`config.mk`:
```
export PLATFORM = sky130hd
export DESIGN_NAME = dram_seq_ctrl
export DESIGN_NICKNAME = d
export VERILOG_FILES = /design/src/rtl/dram_pkg.sv /design/src/rtl/dram_ref_timer.sv /design/src/rtl/dram_req_latch.sv /design/src/rtl/dram_seq_fsm.sv /design/src/rtl/dram_pin_drive.sv /design/src/rtl/dram_seq_ctrl.sv
export SDC_FILE = /design/constraint.sdc
export NUM_CORES = 1
export LEC_CHECK = 0
export ABC_AREA = 0
export BUFFER_PORTS_ARGS = -buffer_cell sky130_fd_sc_hd__buf_4
export CORE_MARGIN = 2
export CORE_UTILIZATION = 57
export DETAILED_ROUTE_END_ITERATION = 7
export PLACE_DENSITY = 0.85
export SLEW_MARGIN = 30
export SYNTH_ARGS = -nofsm -noshare
export SYNTH_HDL_FRONTEND = slang
export SYNTH_SLANG_ARGS = --single-unit
```
`constraint.sdc`:
```
create_clock -name clk -period 3.5 [get_ports clk]
set_input_delay 0 -clock clk [delete_from_list [all_inputs] [get_ports clk]]
set_output_delay 0 -clock clk [all_outputs]
set_load 0.02 [all_outputs]
```
`src/rtl/dram_pkg.sv`:
```
package dram_pkg;

  typedef enum logic [3:0] {
    ST_IDLE,
    ST_Q1,
    ST_Q1X,
    ST_Q2,
    ST_Q3,
    ST_Q4,
    ST_Q4X,
    ST_Q5,
    ST_OPEN,
    ST_PRE,
    ST_R1,
    ST_R2,
    ST_R3,
    ST_R4,
    ST_SRE,
    ST_SRH
  } seq_state_e;

  typedef enum logic {
    STRB_TWO_CAS = 1'b0,
    STRB_TWO_WR  = 1'b1
  } strobe_mode_e;

endpackage

```
`src/rtl/dram_ref_timer.sv`:
```
module dram_ref_timer #(
  parameter int CNT_W = 12
) (
  input  logic             clk,
  input  logic             rst_n,
  input  logic             en,
  input  logic [CNT_W-1:0] reload,
  input  logic             clr,
  output logic             pend
);

  logic [CNT_W-1:0] cnt_q, cnt_d;
  logic             pend_d;
  logic             expire;

  assign expire = en && (cnt_q == '0);

  always_comb begin
    cnt_d  = cnt_q;
    pend_d = pend;
    if (!en) begin
      cnt_d = reload;
    end else if (expire) begin
      cnt_d = reload;
    end else begin
      cnt_d = cnt_q - 1'b1;
    end
    if (clr) begin
      pend_d = 1'b0;
    end
    if (expire) begin
      pend_d = 1'b1;
    end
  end

  always_ff @(posedge clk or negedge rst_n) begin
    if (!rst_n) begin
      cnt_q <= '0;
      pend  <= 1'b0;
    end else begin
      cnt_q <= cnt_d;
      pend  <= pend_d;
    end
  end

endmodule

```
`src/rtl/dram_req_latch.sv`:
```
module dram_req_latch #(
  parameter int AREA_W = 1,
  parameter int ROW_W  = 10,
  parameter int COL_W  = 8
) (
  input  logic              clk,
  input  logic              rst_n,
  input  logic              take,
  input  logic [AREA_W-1:0] in_area,
  input  logic [ROW_W-1:0]  in_row,
  input  logic [COL_W-1:0]  in_col,
  input  logic              in_wr,
  input  logic [1:0]        in_be,
  output logic [AREA_W-1:0] cur_area,
  output logic [ROW_W-1:0]  cur_row,
  output logic [COL_W-1:0]  cur_col,
  output logic              cur_wr,
  output logic [1:0]        cur_be,
  output logic              hit
);

  assign hit = (in_area == cur_area) && (in_row == cur_row);

  always_ff @(posedge clk or negedge rst_n) begin
    if (!rst_n) begin
      cur_area <= '0;
      cur_row  <= '0;
      cur_col  <= '0;
      cur_wr   <= 1'b0;
      cur_be   <= '0;
    end else if (take) begin
      cur_area <= in_area;
      cur_row  <= in_row;
      cur_col  <= in_col;
      cur_wr   <= in_wr;
      cur_be   <= in_be;
    end
  end

endmodule

```
`src/rtl/dram_seq_fsm.sv`:
```
module dram_seq_fsm
  import dram_pkg::*;
(
  input  logic       clk,
  input  logic       rst_n,
  input  logic       req_valid,
  input  logic       hit,
  input  logic       ref_pend,
  input  logic       self_req,
  input  logic       q1_ext,
  input  logic       q4_ext,
  input  logic       page_en,
  output seq_state_e state,
  output logic       take,
  output logic       ref_clr
);

  seq_state_e state_d;

  always_comb begin
    state_d = state;
    take    = 1'b0;
    ref_clr = 1'b0;
    unique case (state)
      ST_IDLE: begin
        if (self_req) begin
          state_d = ST_SRE;
          ref_clr = 1'b1;
        end else if (ref_pend) begin
          state_d = ST_R1;
          ref_clr = 1'b1;
        end else if (req_valid) begin
          state_d = ST_Q1;
          take    = 1'b1;
        end
      end
      ST_Q1:  state_d = q1_ext ? ST_Q1X : ST_Q2;
      ST_Q1X: state_d = ST_Q2;
      ST_Q2:  state_d = ST_Q3;
      ST_Q3:  state_d = ST_Q4;
      ST_Q4:  state_d = q4_ext ? ST_Q4X : ST_Q5;
      ST_Q4X: state_d = ST_Q5;
      ST_Q5:  state_d = page_en ? ST_OPEN : ST_IDLE;
      ST_OPEN: begin
        if (self_req || ref_pend || !page_en) begin
          state_d = ST_PRE;
        end else if (req_valid) begin
          if (hit) begin
            state_d = ST_Q2;
            take    = 1'b1;
          end else begin
            state_d = ST_PRE;
          end
        end
      end
      ST_PRE: state_d = ST_IDLE;
      ST_R1:  state_d = ST_R2;
      ST_R2:  state_d = ST_R3;
      ST_R3:  state_d = ST_R4;
      ST_R4:  state_d = ST_IDLE;
      ST_SRE: state_d = ST_SRH;
      ST_SRH: state_d = self_req ? ST_SRH : ST_R3;
      default: state_d = ST_IDLE;
    endcase
  end

  always_ff @(posedge clk or negedge rst_n) begin
    if (!rst_n) begin
      state <= ST_IDLE;
    end else begin
      state <= state_d;
    end
  end

endmodule

```
`src/rtl/dram_pin_drive.sv`:
```
module dram_pin_drive
  import dram_pkg::*;
#(
  parameter int NUM_AREA = 2,
  parameter int AREA_W   = 1,
  parameter int ROW_W    = 10,
  parameter int COL_W    = 8,
  parameter int MUX_W    = 10
) (
  input  seq_state_e          state,
  input  logic [AREA_W-1:0]   cur_area,
  input  logic [ROW_W-1:0]    cur_row,
  input  logic [COL_W-1:0]    cur_col,
  input  logic                cur_wr,
  input  logic [1:0]          cur_be,
  input  logic                mode,
  output logic [NUM_AREA-1:0] ras_n,
  output logic [NUM_AREA-1:0] cas_lo_n,
  output logic [NUM_AREA-1:0] cas_hi_n,
  output logic [NUM_AREA-1:0] we_n,
  output logic [MUX_W-1:0]    addr,
  output logic                ack
);

  logic row_ph, col_ph, cas_ph, ref_cas, ref_ras;

  assign row_ph  = state inside {ST_Q1, ST_Q1X, ST_OPEN};
  assign col_ph  = state inside {ST_Q2, ST_Q3, ST_Q4, ST_Q4X, ST_Q5};
  assign cas_ph  = state inside {ST_Q3, ST_Q4, ST_Q4X};
  assign ref_cas = state inside {ST_R1, ST_R2, ST_SRE, ST_SRH};
  assign ref_ras = state inside {ST_R2, ST_R3, ST_SRH};
  assign ack     = (state == ST_Q5);

  always_comb begin
    if (row_ph) begin
      addr = MUX_W'(cur_row);
    end else if (col_ph) begin
      addr = MUX_W'(cur_col);
    end else begin
      addr = '0;
    end
  end

  for (genvar a = 0; a < NUM_AREA; a++) begin : g_area
    logic sel, acc_cas, lo_on, hi_on, we_on;
    assign sel     = (cur_area == AREA_W'(a));
    assign acc_cas = sel & cas_ph;
    always_comb begin
      if (mode == STRB_TWO_WR) begin
        lo_on = acc_cas | ref_cas;
        hi_on = acc_cas & cur_wr & cur_be[1];
        we_on = acc_cas & cur_wr & cur_be[0];
      end else begin
        lo_on = (acc_cas & cur_be[0]) | ref_cas;
        hi_on = (acc_cas & cur_be[1]) | ref_cas;
        we_on = acc_cas & cur_wr;
      end
    end
    assign ras_n[a]    = ~((sel & (row_ph | col_ph)) | ref_ras);
    assign cas_lo_n[a] = ~lo_on;
    assign cas_hi_n[a] = ~hi_on;
    assign we_n[a]     = ~we_on;
  end

endmodule

```
`src/rtl/dram_seq_ctrl.sv`:
```
module dram_seq_ctrl
  import dram_pkg::*;
#(
  parameter  int NUM_AREA = 2,
  parameter  int ROW_W    = 10,
  parameter  int COL_W    = 8,
  parameter  int REF_W    = 12,
  localparam int AREA_W   = (NUM_AREA > 1) ? $clog2(NUM_AREA) : 1,
  localparam int ADDR_W   = ROW_W + COL_W,
  localparam int MUX_W    = (ROW_W > COL_W) ? ROW_W : COL_W
) (
  input  logic                clk,
  input  logic                rst_n,
  input  logic                req_valid,
  input  logic [AREA_W-1:0]   req_area,
  input  logic                req_write,
  input  logic [1:0]          req_be,
  input  logic [ADDR_W-1:0]   req_addr,
  input  logic                cfg_strobe_mode,
  input  logic                cfg_q1_ext,
  input  logic                cfg_q4_ext,
  input  logic                cfg_page_en,
  input  logic                cfg_ref_en,
  input  logic [REF_W-1:0]    cfg_ref_reload,
  input  logic                cfg_self_ref,
  output logic                ack,
  output logic [NUM_AREA-1:0] ras_n,
  output logic [NUM_AREA-1:0] cas_lo_n,
  output logic [NUM_AREA-1:0] cas_hi_n,
  output logic [NUM_AREA-1:0] we_n,
  output logic [MUX_W-1:0]    dram_addr
);

  logic              rst_meta_n, rst_q_n;
  seq_state_e        cur_st;
  logic              take, ref_clr, ref_pend, hit;
  logic [AREA_W-1:0] cur_area;
  logic [ROW_W-1:0]  cur_row;
  logic [COL_W-1:0]  cur_col;
  logic              cur_wr;
  logic [1:0]        cur_be;

  always_ff @(posedge clk or negedge rst_n) begin
    if (!rst_n) begin
      rst_meta_n <= 1'b0;
      rst_q_n    <= 1'b0;
    end else begin
      rst_meta_n <= 1'b1;
      rst_q_n    <= rst_meta_n;
    end
  end

  dram_ref_timer #(.CNT_W(REF_W)) u_ref (
    .clk    (clk),
    .rst_n  (rst_q_n),
    .en     (cfg_ref_en),
    .reload (cfg_ref_reload),
    .clr    (ref_clr),
    .pend   (ref_pend)
  );

  dram_req_latch #(.AREA_W(AREA_W), .ROW_W(ROW_W), .COL_W(COL_W)) u_latch (
    .clk      (clk),
    .rst_n    (rst_q_n),
    .take     (take),
    .in_area  (req_area),
    .in_row   (req_addr[ADDR_W-1:COL_W]),
    .in_col   (req_addr[COL_W-1:0]),
    .in_wr    (req_write),
    .in_be    (req_be),
    .cur_area (cur_area),
    .cur_row  (cur_row),
    .cur_col  (cur_col),
    .cur_wr   (cur_wr),
    .cur_be   (cur_be),
    .hit      (hit)
  );

  dram_seq_fsm u_fsm (
    .clk       (clk),
    .rst_n     (rst_q_n),
    .req_valid (req_valid),
    .hit       (hit),
    .ref_pend  (ref_pend),
    .self_req  (cfg_self_ref),
    .q1_ext    (cfg_q1_ext),
    .q4_ext    (cfg_q4_ext),
    .page_en   (cfg_page_en),
    .state     (cur_st),
    .take      (take),
    .ref_clr   (ref_clr)
  );

  dram_pin_drive #(
    .NUM_AREA (NUM_AREA),
    .AREA_W   (AREA_W),
    .ROW_W    (ROW_W),
    .COL_W    (COL_W),
    .MUX_W    (MUX_W)
  ) u_pins (
    .state    (cur_st),
    .cur_area (cur_area),
    .cur_row  (cur_row),
    .cur_col  (cur_col),
    .cur_wr   (cur_wr),
    .cur_be   (cur_be),
    .mode     (cfg_strobe_mode),
    .ras_n    (ras_n),
    .cas_lo_n (cas_lo_n),
    .cas_hi_n (cas_hi_n),
    .we_n     (we_n),
    .addr     (dram_addr),
    .ack      (ack)
  );

endmodule

```
==> reports/results.md, run 1 <==
- 0 — final setup violation count
- finished clean — outcome
- 23 — placement row count
- 5 — total clock buffers created by CTS
- 247 — number of standard cells after synthesis
- 0.004029 mm2 — placeable core area
- 100.0% — async set-or-reset flop fraction in the synthesized netlist
- 39.92% — Syn-to-layout area delta
- 2,324 — vias in the first global route
- 0.30 ns — clock insertion delay at the later pin of the skew report
- 22 — Crit Path Max Fanout
- built — CTS tree
- 0.08 ns — clock-pin slew on the worst setup and hold paths
- 0.8681 — routability congestion estimate from global placement
- 42.40% — sequential area share after synthesis
- 0.4207 GHz — fmax
- 53.41% — worst slew margin relative to its limit
- 1.584 nW — total leakage power
- 2.377 ns — fin crit period
- 0 — initial antenna violation count
- 292 — total nets after synthesis
- 40 — number of distinct library cell variants in the gate-level netlist after synthesis
- 41 — number of register bits inferred by synthesis
- sky130_fd_sc_hd__dfrtp_1 — dominant register cell in the synthesized netlist
- 62 — I/O pin count
- 4 — DR pass1 iterations
- 3.392 mm — routed length on met2
- 5.699 — vias per cell
- 67.92% — final worst-path cycle share
- 42.40% — top cell type's share of synthesized area
- 16.74 um — final routed wire length divided by cell count
- 2 — maximum buffer depth of the clock tree
- 351 — total placed cells including tap cells
- flip-flop — Setup crit end kind
- 41 — Sinks on Clock Net
- 0 — CTS resizes
- 0 — number of hold violations in the final report
- 0 — max-slew violation count
- 395 — final instance count without filler cells
- 3.68 ns — data required time of the critical path
- 2.750 mm — detailed-route wire length on metal 1
- 11.18 mm — first-pass GRT wire length
- 0.004782 mm2 — area of the die
- 340 um — sum of met3 wire segment lengths after detailed routing
- 2,251 — total via count after detailed routing
- 29.07% — GRT Resource Usage Total
- 2.56 ns — arrival time of data at the critical path endpoint
- sky130_fd_sc_hd__dfrtp_1 (42%), sky130_fd_sc_hd__mux2_4 (12%), sky130_fd_sc_hd__xnor2_1 (5.8%) — ranking of synthesized cells by area
- sky130_fd_sc_hd__clkbuf_8 — cell at the root of the clock tree
- 6.612 mm — routed wire length
- 146 — Detailed Route Iter0 Violations
- in -> async — worst hold path class
- 69.16 um — Die Y
- 0 — number of synthesized flops with an enable pin
- sky130_fd_sc_hd__dfrtp_1 — cell type contributing the most total cell area after synthesis
- 2 — CTS H-Tree Depth
- 60.06% — Starting Density
- 0.6947 ns — actual transition at the worst max-transition pin
- 0.002420 mm2 — summed instance area of the synthesized netlist
- flip-flop — sort of element at the start of the critical path
- 30.72% — share of layout cells above drive strength 1
- 0.003386 mm2 — final standard cell area without fillers
- 0.002458 W — overall power consumption
- 0 ns — setup total negative slack
- 9.797 um2 — average footprint of a synthesized cell
- 0 — Yosys Warn Count
- 0.002923 mm2 — area of placed instances
- 69.16 um — x dimension of the die
- 3.831 mm — detailed-placement wirelength estimate
- 0 — total grt overflow
- 0 — Antenna diodes
- met4 — highest metal layer used by the detailed router
- 0 — antenna-violating nets left
- 0.003796 ns — final setup skew
- 61 — number of buffer cells added on primary ports
- 389 — nets
- reg -> reg — Critical Setup Path Class
- 26 — pin count of the biggest net entering global routing
- 505.5 uV — largest vdd supply drop
- 0 — DR DRC count
- 725.9 mW/mm2 — pwr/cell area
- false — setup repair after global routing missed its margin
- 0 — Max Cap Violations
- 0 — Post-CTS Setup Repair Bufs
layer usage:
layer	global-route usage (%)	up-vias
met5	0	-
met3	6.140	17
li1	-	1055
met1	37.19	1104
met4	9.150	0
met2	49.25	75
worst max-delay path, cell delays in order, from the launching register on:
cell                      delay (ns)
sky130_fd_sc_hd__dfrtp_1        0.51
sky130_fd_sc_hd__nor3_1         0.52
sky130_fd_sc_hd__nand2_1        0.18
sky130_fd_sc_hd__nor4_4         0.36
sky130_fd_sc_hd__o21ai_2        0.07
sky130_fd_sc_hd__buf_4          0.27
sky130_fd_sc_hd__mux2_4         0.35
final timing paths:
path	start	to	slack [ns]	cells past startpoint
worst max-delay path	u_fsm.state[2]$_DFFE_PN0P_	u_latch.cur_row[6]$_DFFE_PN0P_	1.12	6
worst min-delay path	rst_n	rst_q_n$_DFF_PN0_	0.01	2
worst max register to register	u_fsm.state[2]$_DFFE_PN0P_	u_latch.cur_row[6]$_DFFE_PN0P_	1.12	6
worst min register to register	rst_q_n$_DFF_PN0_	u_ref.cnt_q[2]$_DFF_PN0_	0.25	0
max in group asynchronous	rst_q_n$_DFF_PN0_	u_latch.cur_col[0]$_DFFE_PN0P_	2.72	1
min in group clk	cfg_q1_ext	u_fsm.state[0]$_DFFE_PN0P_	0.06	4
state kept, by name, summed over array words and instances (netlist names):
name	cells
u_latch.cur_area	1
u_latch.cur_row	10
u_fsm.state	4
rst_meta_n	1
u_ref.pend	1
u_ref.cnt_q	12
u_latch.cur_col	8
u_latch.cur_wr	1
u_latch.cur_be	2
rst_q_n	1
cell type report:
type / count / area, um2
clock inverters: 1 / 5.005
well taps: 50 / 62.56
repair buffers: 102 / 855.8
inverters: 9 / 33.78
multi-input cells: 185 / 1305
clock buffers: 7 / 96.34
fillers: 213 / 643.1
flip-flops and latches: 41 / 1027
cells in the mapped netlist (2+ instances only):
library cell,number
sky130_fd_sc_hd__a21o_1,2
sky130_fd_sc_hd__a22oi_1,8
sky130_fd_sc_hd__clkbuf_1,10
sky130_fd_sc_hd__buf_6,2
sky130_fd_sc_hd__xor2_1,5
sky130_fd_sc_hd__nor2b_1,2
sky130_fd_sc_hd__mux2_4,20
sky130_fd_sc_hd__nor3_1,8
sky130_fd_sc_hd__nand2b_1,3
sky130_fd_sc_hd__nand4_1,3
sky130_fd_sc_hd__nor2_1,14
sky130_fd_sc_hd__o31ai_1,4
sky130_fd_sc_hd__o221ai_1,2
sky130_fd_sc_hd__and2_1,3
sky130_fd_sc_hd__nand3_1,2
sky130_fd_sc_hd__a21oi_1,7
sky130_fd_sc_hd__o211ai_1,3
sky130_fd_sc_hd__dfrtp_1,41
sky130_fd_sc_hd__ha_1,2
sky130_fd_sc_hd__nand2_1,34
sky130_fd_sc_hd__or2_2,2
sky130_fd_sc_hd__o21ai_0,25
sky130_fd_sc_hd__a31oi_1,2
sky130_fd_sc_hd__xnor2_1,16
sky130_fd_sc_hd__mux2_2,2
sky130_fd_sc_hd__nor4_1,3
sky130_fd_sc_hd__inv_1,9
logic make-up (layout without fill, tap and decap cells):
logic type | after synthesis | count (layout) | synth area share, %
AND/OR/NAND/NOR | 82 | 82 | 17.06
AO/OA/AOI/OAI | 57 | 57 | 14.53
flip-flops | 41 | 41 | 42.40
multiplexers | 22 | 22 | 13.34
XOR/XNOR | 21 | 21 | 7.601
buffers and inverters | 21 | 119 | 3.878
adder cells (fa/ha/maj) | 2 | 2 | 1.034
other | 1 | 1 | 0.1550
stage by stage:
step / utilization [%] / hold WS [ns] / worst slack [ns]
2_1_floorplan: - / -0.2956 / 1.316
3_3_place_gp: 72.55 / -0.2166 / 1.222
3_5_place_dp: 72.55 / -0.2158 / 1.165
4_1_cts: 84.01 / 0.003063 / 1.146
5_1_grt: 84.04 / 0.01683 / 0.9346
6_report: 84.04 / 0.01134 / 1.123
cells in the final DEF (no fill, tap or decap), types with 5 or more instances in the layout:
| cell type | count |
|---|---|
| sky130_fd_sc_hd__a21oi_1 | 7 |
| sky130_fd_sc_hd__a22oi_1 | 8 |
| sky130_fd_sc_hd__buf_4 | 66 |
| sky130_fd_sc_hd__clkbuf_8 | 7 |
| sky130_fd_sc_hd__dfrtp_1 | 40 |
| sky130_fd_sc_hd__dlygate4sd3_1 | 36 |
| sky130_fd_sc_hd__inv_1 | 9 |
| sky130_fd_sc_hd__mux2_4 | 20 |
| sky130_fd_sc_hd__nand2_1 | 34 |
| sky130_fd_sc_hd__nor2_1 | 14 |
| sky130_fd_sc_hd__nor3_1 | 8 |
| sky130_fd_sc_hd__o21ai_0 | 25 |
| sky130_fd_sc_hd__xnor2_1 | 16 |
| sky130_fd_sc_hd__xor2_1 | 5 |
timing repair:
item / CTS / global route
hold endpoints to repair: 37 / 0
setup endpoints to repair: 0 / 0
hold buffers: 36 / 0
where the power goes:
part           total [W]  leakage [nW]  internal, W  switching [W]
Combinational    0.00123          1.03     0.000615       0.000614
Clock           0.000343        0.0542     0.000178       0.000165
Sequential      0.000886         0.503     0.000645       0.000241
Power figures use the tool's default switching activity.
==> run 2: changes to the inputs <==
--- a/config.mk
+++ b/config.mk
@@ -8,9 +8,9 @@
 export ABC_AREA = 0
 export BUFFER_PORTS_ARGS = -buffer_cell sky130_fd_sc_hd__buf_4
 export CORE_MARGIN = 2
-export CORE_UTILIZATION = 57
+export CORE_UTILIZATION = 53
 export DETAILED_ROUTE_END_ITERATION = 7
-export PLACE_DENSITY = 0.85
+export PLACE_DENSITY = 0.8
 export SLEW_MARGIN = 30
 export SYNTH_ARGS = -nofsm -noshare
 export SYNTH_HDL_FRONTEND = slang
==> constraint.sdc (replaced) <==
create_clock -name clk -period 2.3 [get_ports clk]
set_input_delay 0 -clock clk [delete_from_list [all_inputs] [get_ports clk]]
set_output_delay 0 -clock clk [all_outputs]
set_load 0.02 [all_outputs]
==> run 2 against run 1 <==
  * Clock-buffer cell count stayed put
  * Largest cell class unchanged
  * Clock power rose by 76%
  * Critical path type unchanged
  * Cell count is 2.0% higher
  * Flip-flop and latch count is the same
  * Largest power group unchanged
==> reports/results.md, run 2 (synthesis gave the netlist of run 1 again) <==
- finished clean — outcome
- 12 — Largest register FFs
- 0.02113 ns — smallest hold slack
- flip-flop — sort of element at the start of the critical path
- 22 — Crit Path Max Fanout
- 0.30 ns — clock insertion delay at the later pin of the skew report
- 10.25 mm — first-pass GRT wire length
- 32.8% — register share of total power
- 0 — initial antenna violation count
- 5.593 — vias per cell
- 24 — placement row count
- 2 — maximum buffer depth of the clock tree
- 0.001532 W — total net switching power
- 133 — Detailed Route Iter0 Violations
- 395 — nets
- 0 — max-slew violation count
- 2.283 ns — fin crit period
- sky130_fd_sc_hd__buf_4 — commonest non-fill, non-tap cell in the layout
- 62 — I/O pin count
- flip-flop — Setup crit end kind
- or3b_4 > or4_4 > nor4_4 > o21ai_2 > buf_12 > mux2_4 — worst path cell trace
- 2 — CTS H-Tree Depth
- 78.91% — utilization after layout
- 2,254 — total via count after detailed routing
- 51.6% — Comb power frac
- 278 — fill cell total of the finished layout
- 25.97% — GRT Resource Usage Total
- 0 — Antenna diodes
- 71.57 um — Die Y
- 1114 mW/mm2 — pwr/cell area
- 1.626 nW — total leakage power
- 44.34% — Global Route met2 Usage
- 0 — Max Cap Violations
- 0 ns — setup total negative slack
- 0.57 ns — crit-path max cell delay
- in -> async — worst hold path class
- sky130_fd_sc_hd__buf_4 (71), sky130_fd_sc_hd__dfrtp_1 (41), sky130_fd_sc_hd__dlygate4sd3_1 (36) — leading cell types in the layout, fill and taps excluded
- 55.19% — Starting Density
- u_ref.cnt_q x12, u_latch.cur_row x10, u_latch.cur_col x8 — top flop regs
- reg -> reg — Critical Setup Path Class
- simple AND/OR/NAND/NOR gates — Top Family by Delay on Critical Path
- 32.26% — met1 Track Usage GR
- 2,214 — vias in the first global route
- 2.48 ns — data required time of the critical path
- 0.002323 W — P_int
- 403 — final instance count without filler cells
- 99.27% — final worst-path cycle share
- 0 — number of hold violations in the final report
- 42.97% — Syn-to-layout area delta
- 0.005122 mm2 — area of the die
- 358 — total placed cells including tap cells
- 39.74% — switching portion of total power
- 6.299 mm — routed wire length
- 0.5055 ns — actual transition at the worst max-transition pin
- 31.34% — share of layout cells above drive strength 1
- 15.63 um — final routed wire length divided by cell count
- sky130_fd_sc_hd__clkbuf_8 — cell at the root of the clock tree
- 0.4380 GHz — fmax
- 0.8399 — routability congestion estimate from global placement
- 61 — number of buffer cells added on primary ports
- 40 — pin count of the biggest net entering global routing
- 66.30% — worst slew margin relative to its limit
- built — CTS tree
- 1 — Worst Path Buf+Inv
- 41 — Sinks on Clock Net
- 0 — DR DRC count
- 0 — final setup violation count
- 0.01674 ns — final worst setup slack
- u_ref.cnt_q — register with the most flip-flops
- 15.6% — power share of the clock group
- 0 — CTS resizes
- 0 — total grt overflow
- 4.051 mm — detailed-placement wirelength estimate
- 0.05552 ns — pre-CTS setup slack
- 5.345% — met3 track demand over resource
- 4 — DR pass1 iterations
- met2 — global-route layer with the greatest usage
- sky130_fd_sc_hd__or4_4 — crit path max-delay cell type
- 833.5 uV — largest vdd supply drop
- true — setup repair after global routing missed its margin
- 2.47 ns — arrival time of data at the critical path endpoint
- 0.003374 ns — final setup skew
- 5 — total clock buffers created by CTS
- 0 — antenna-violating nets left
- 71.57 um — x dimension of the die
- 0.08 ns — clock-pin slew on the worst setup and hold paths
- 0.004384 mm2 — placeable core area
-- run 2: metrics by stage --
step	power [W]	area (um2)
6_report	0.003855	3460
3_3_place_gp	0.003097	2975
2_1_floorplan	0.002505	2420
5_1_grt	0.004087	3460
3_5_place_dp	0.003162	2975
4_1_cts	0.003822	3452
-- run 2: power groups by stage --
| stage | sequential (W) | combinational (W) | clock, W |
|---|---|---|---|
| after global placement | 0.00125 | 0.00185 | 0 |
| after floorplan | 0.00117 | 0.00133 | 0 |
| after CTS | 0.00125 | 0.00196 | 0.000611 |
| after global routing | 0.00130 | 0.00214 | 0.000643 |
| after detailed placement | 0.00126 | 0.00190 | 0 |
| final | 0.00127 | 0.00199 | 0.000602 |
-- run 2: final cells by class --
cell class | instances | area [um2] | share of cell area, %
Inverter | 9 | 33.78 | 0.9765
Clock buffer | 7 | 86.33 | 2.495
Clock inverter | 1 | 30.03 | 0.8680
Tap cell | 52 | 65.06 | 1.881
Multi-Input combinational cell | 185 | 1305 | 37.72
Sequential cell | 41 | 1026 | 29.66
Timing Repair Buffer | 108 | 913.4 | 26.40
-- run 2: worst paths after layout --
path / start / end / slack, ns / depth (start not counted)
worst max-delay path: u_ref.pend$_DFFE_PN0P_ / u_latch.cur_wr$_DFFE_PN0P_ / 0.02 / 6
worst min-delay path: rst_n / rst_meta_n$_DFF_PN0_ / 0.02 / 2
worst max register to register: u_ref.pend$_DFFE_PN0P_ / u_latch.cur_wr$_DFFE_PN0P_ / 0.02 / 6
worst min register to register: rst_q_n$_DFF_PN0_ / u_ref.cnt_q[4]$_DFF_PN0_ / 0.30 / 1
max in group asynchronous: rst_q_n$_DFF_PN0_ / u_latch.cur_wr$_DFFE_PN0P_ / 1.65 / 1
min in group clk: cfg_q1_ext / u_fsm.state[0]$_DFFE_PN0P_ / 0.06 / 4
-- run 2: metal layers --
| metal | wire length, um | part of all wire [%] | vias up |
|---|---|---|---|
| li1 | - | - | 1067 |
| met1 | 2629 | 42 | 1103 |
| met2 | 3213 | 51 | 68 |
| met3 | 292 | 4.6 | 16 |
| met4 | 164 | 2.6 | 0 |
| met5 | 0 | 0 | - |
-- run 2: what timing repair did --
action                                  in CTS  in global routing
endpoints found under the setup margin       0                 22
hold buffers                                36                  0
hold endpoints to repair                    37                  0
buffers inserted                             0                  1
